`src/rtl/pag_pkg.sv`:
```
package pag_pkg;

   // Decoded action for one clock edge, listed from lowest to highest priority.
   typedef enum logic [1:0] {
      PAG_HOLD  = 2'd0,
      PAG_INC   = 2'd1,
      PAG_LOAD  = 2'd2,
      PAG_CLEAR = 2'd3
   } pag_op_e;

   localparam int unsigned PAG_MIN_W = 2;
   localparam int unsigned PAG_MAX_W = 32;

endpackage

```
`src/rtl/pag_ctl.sv`:
```
module pag_ctl
   import pag_pkg::*;
(
   input  logic    clr_n,
   input  logic    ld_n,
   input  logic    inc_n,
   output pag_op_e op
);

   // Fixed priority: clear, then load, then increment, then hold.
   always_comb begin
      if (!clr_n)
         op = PAG_CLEAR;
      else if (!ld_n)
         op = PAG_LOAD;
      else if (!inc_n)
         op = PAG_INC;
      else
         op = PAG_HOLD;
   end

endmodule

```
`src/rtl/pag_incr.sv`:
```
module pag_incr #(
   parameter int unsigned W = 14
) (
   input  logic [W-1:0] a,
   output logic [W-1:0] sum
);

   logic [W:0] carry;

   assign carry[0] = 1'b1;

   // Add one with a carry chain of half adders; the carry out of the top bit
   // is dropped, so the largest value wraps to zero.
   for (genvar b = 0; b < W; b++) begin : g_bit
      assign sum[b]     = a[b] ^ carry[b];
      assign carry[b+1] = a[b] & carry[b];
   end

   logic unused_carry_out;
   assign unused_carry_out = carry[W];

endmodule

```
`src/rtl/pag_reg.sv`:
```
module pag_reg
   import pag_pkg::*;
#(
   parameter int unsigned W = 14
) (
   input  logic         clk,
   input  logic         por_n,
   input  pag_op_e      op,
   input  logic [W-1:0] load_val,
   input  logic [W-1:0] inc_val,
   output logic [W-1:0] q
);

   logic [W-1:0] d;

   always_comb begin
      unique case (op)
         PAG_CLEAR: d = '0;
         PAG_LOAD:  d = load_val;
         PAG_INC:   d = inc_val;
         default:   d = q;
      endcase
   end

   always_ff @(posedge clk or negedge por_n) begin
      if (!por_n)
         q <= '0;
      else
         q <= d;
   end

endmodule

```
`src/rtl/port_addr_gen.sv`:
```
module port_addr_gen
   import pag_pkg::*;
#(
   parameter int unsigned ADDR_W = 14,
   parameter int unsigned LANES  = 2
) (
   input  logic              clk,
   input  logic              por_n,
   input  logic              ctr_clr_n,
   input  logic              ld_n,
   input  logic              inc_n,
   input  logic [ADDR_W-1:0] ext_addr,
   input  logic              bank_sel_n,
   input  logic              bank_sel,
   input  logic [LANES-1:0]  lane_en_n,
   output logic [ADDR_W-1:0] acc_addr
);

   if (ADDR_W < PAG_MIN_W || ADDR_W > PAG_MAX_W) begin : g_bad_width
      $error("port_addr_gen: ADDR_W out of supported range");
   end
   if (LANES < 1) begin : g_bad_lanes
      $error("port_addr_gen: LANES must be at least 1");
   end

   pag_op_e           op;
   logic [ADDR_W-1:0] addr_q;
   logic [ADDR_W-1:0] addr_plus;

   pag_ctl u_ctl (
      .clr_n (ctr_clr_n),
      .ld_n  (ld_n),
      .inc_n (inc_n),
      .op    (op)
   );

   pag_incr #(.W(ADDR_W)) u_incr (
      .a   (addr_q),
      .sum (addr_plus)
   );

   pag_reg #(.W(ADDR_W)) u_reg (
      .clk      (clk),
      .por_n    (por_n),
      .op       (op),
      .load_val (ext_addr),
      .inc_val  (addr_plus),
      .q        (addr_q)
   );

   assign acc_addr = addr_q;

   // Select and lane inputs are accepted but deliberately kept out of the address path.
   logic unused_sel;
   assign unused_sel = ^{bank_sel_n, bank_sel, lane_en_n};

endmodule

```
`config.mk`:
```
export PLATFORM = sky130hd
export DESIGN_NAME = port_addr_gen
export DESIGN_NICKNAME = d
export VERILOG_FILES = /design/src/rtl/pag_pkg.sv /design/src/rtl/pag_ctl.sv /design/src/rtl/pag_incr.sv /design/src/rtl/pag_reg.sv /design/src/rtl/port_addr_gen.sv
export SDC_FILE = /design/constraint.sdc
export NUM_CORES = 1
export LEC_CHECK = 0
export BUFFER_PORTS_ARGS = -buffer_cell sky130_fd_sc_hd__buf_4
export CORE_MARGIN = 3
export CORE_UTILIZATION = 38
export DETAILED_ROUTE_END_ITERATION = 7
export GPL_TIMING_DRIVEN = 0
export PLACE_DENSITY = 0.66
export SYNTH_ARGS = -nofsm -noshare
export SYNTH_HDL_FRONTEND = slang
export SYNTH_SLANG_ARGS = --single-unit
```
`constraint.sdc`:
```
create_clock -name clk -period 4.1 [get_ports clk]
set_input_delay 0.41 -clock clk [delete_from_list [all_inputs] [get_ports clk]]
set_output_delay 0.41 -clock clk [all_outputs]
set_load 0.02 [all_outputs]
```
==> impl_metrics.toml <==
[status]
status = "finished, final reports clean"

[setup_path]
cp_top_family = "adder cells"
cp_slowest_cell = "dfrtp_1"
startpoint = "u_reg.q[0]"
crit_path_max_incr_delay_ns = 0.41
path_cells = "ha_1 -> ha_1 -> ha_1 -> ha_1 -> ha_1 -> ha_1 -> ha_1 -> ha_1 -> ha_1 -> ha_1 -> ha_1 -> ha_1 -> and4b_1 -> a211oi_2"
crit_top_cell = "ha_1"
cp-start-kind = "register"
required_ns = 4.30
path_buf_inv = 0
crit_path_max_fanout = 3
arrival_ns = 3.28
crit_type = "reg -> reg"
end_kind = "register"
rr_startpoint = "u_reg.q[0]"

[final_layout]
final_layout_size_suffix_gt1_share_pct = 35.7
final_net_count = 148
fill_cells = 194
diodes = 0
top_regs = "u_reg.q: 14 flops"
final_cells = 139
layout_common_cells = "buf_4, o21ai_0, dfrtp_1"
final_common_cell = "buf_4"
largest_reg_flops = 14
largest-register = "u_reg.q"
synthToLayoutAreaGrowth_pct = 35.7

[flow_run]
cap_violations = 0

[routing]
antenna_left = 0
drcViolationCount = 0
routed_wl_mm = 1.84
first_iter_violations = 10
post_drt_wl_per_cell_um = 13.2
vias = 699
vias_per_cell = 5.03
first_pass_iters = 4

[placed_design]
place_inst = 134
hpwlAfterDp_mm = 1.41
numPortBuffers = 30
gp_congestion = 0.755

[floorplan]
start_util_pct = 41.9
rows = 16
die_width_um = 53.5
die_area_um2 = 2860
boundaryPins = 37
die_h_um = 53.5
core_um2 = 2040

[grt]
grt_pass1_vias = 689
grt_pass1_wl_mm = 2.94
antenna_found_initial = 0
overflow = 0
grt_max_degree = 15
grt_usage_pct = 14.5

[timing]
clock-skew-final_ns = 0.000465
hold_viol = 0
rsz0062_at_grt = "false"
worstMarginPinSlew_ns = 0.419
report.final.slew_viol_count = 0
setup_viol_count_final = 0
max_clock_freq_mhz = 325
setup-tns-final_ns = 0
finalCritPeriodShare_pct = 75.1
relSlewSlack_pct = 72.1
fin_crit_ns = 3.08

[synth]
synth.distinct_cells = 16
syn_inst = 77
synthesis.nets = 112
synth_top_area_share_pct = 40.9
synth_top_cell_by_area = "dfrtp_1"
synth_area_leaders = "dfrtp_1, ha_1, mux2i_1"
synth.avg_cell_area_um2 = 11.1
yosys_register_bits = 14
yosys_warnings = 0
syn_area_um2 = 856
seq_area_frac_synth_pct = 40.9

[power]
p_leak_nw = 0.630
ir_drop_uv = 138
pwr_density_cell_nw_per_um2 = 292

[clock_tree]
cts_tree = "done"
clk_path_buf_depth = 2
cts_sinks = 14
cts_root_buf = "clkbuf_4"
path_clk_slew_ns = 0.09
clk_latency_ns = 0.27
cts_max_level = 1
numCtsBuffers = 3

[worst_hold_path]
hp-class = "in -> reg"
min_from = "ext_addr[0]"
[through the flow]
step                worst slack [ns]  hold WS (ns)  utilization, %  instance area, um^2  total power, W
finish                          1.02         0.370            56.9                 1160        0.000339
floorplan                       1.10         0.114               -                  856        0.000203
global placement               0.998         0.274            54.6                 1110        0.000241
CTS                            0.975         0.365            56.9                 1160        0.000346
detailed placement             0.997         0.274            54.6                 1110        0.000242
global route                   0.874         0.390            56.9                 1160        0.000360
[cells by family after synthesis]
kind of cell,after synthesis,share of synthesized area (%)
multiplexers,12,14.0
XOR/XNOR,1,1.02
flip-flops,14,40.9
adder cells (fa/ha/maj),12,17.5
AND/OR/NAND/NOR,5,3.95
AO/OA/AOI/OAI,27,16.7
buffers and inverters,6,5.85
[worst paths after layout]
| check | to | slack (ns) | cells past startpoint |
|---|---|---|---|
| min in group asynchronous | u_reg.q[13] | 0.51 | 2 |
| max | u_reg.q[13] | 1.02 | 14 |
| min reg2reg | u_reg.q[1] | 0.62 | 2 |
| max reg2reg | u_reg.q[13] | 1.02 | 14 |
| max in group asynchronous | u_reg.q[6] | 3.42 | 2 |
| min | u_reg.q[0] | 0.37 | 3 |
[where the power goes]
group	internal [W]	switching [W]	total (W)
sequential	0.000148	0.00000808	0.000156
clock	0.0000539	0.0000465	0.000100
combinational	0.0000413	0.0000413	0.0000826
total	0.000243	0.0000958	0.000339
[cell usage after synthesis]
master    number
buf_6          1
nand2_1        1
clkbuf_1       1
a21oi_1       12
buf_2          3
buf_12         1
a211oi_2       1
o21ai_0       14
and4b_1        1
xor2_1         1
nor2b_1        1
nand2b_1       1
mux2i_1       12
nand3b_1       1
dfrtp_1       14
ha_1          12
[repair_timing]
item                       CTS  global route
gates resized for setup      0             0
setup endpoints to repair    0             0
hold endpoints to repair    14             0
hold buffers                 1             0
setup buffers                0             0
[metal layers]
metal | wire length, um | track usage, %
met1 | 822 | 18.6
met2 | 887 | 23.9
met3 | 118 | 2.82
met4 | 8 | 5.11
met5 | 0 | 0
[worst min-delay path, delay by kind of cell]
family          cells  cell delay, ns
buf+inv             1            0.08
simple gates        1            0.06
compound gates      1            0.06
[area by class of cell]
| cell class | count | area (um^2) | area share (%) |
|---|---|---|---|
| Buffer | 6 | 50.0 | 4.31 |
| Tap cell | 27 | 33.8 | 2.91 |
| Timing Repair Buffer | 31 | 235 | 20.3 |
| Clock buffer | 4 | 36.3 | 3.13 |
| Sequential cell | 14 | 350 | 30.2 |
| Multi-Input combinational cell | 57 | 455 | 39.2 |
No activity file was read; power rests on OpenSTA's default activity.
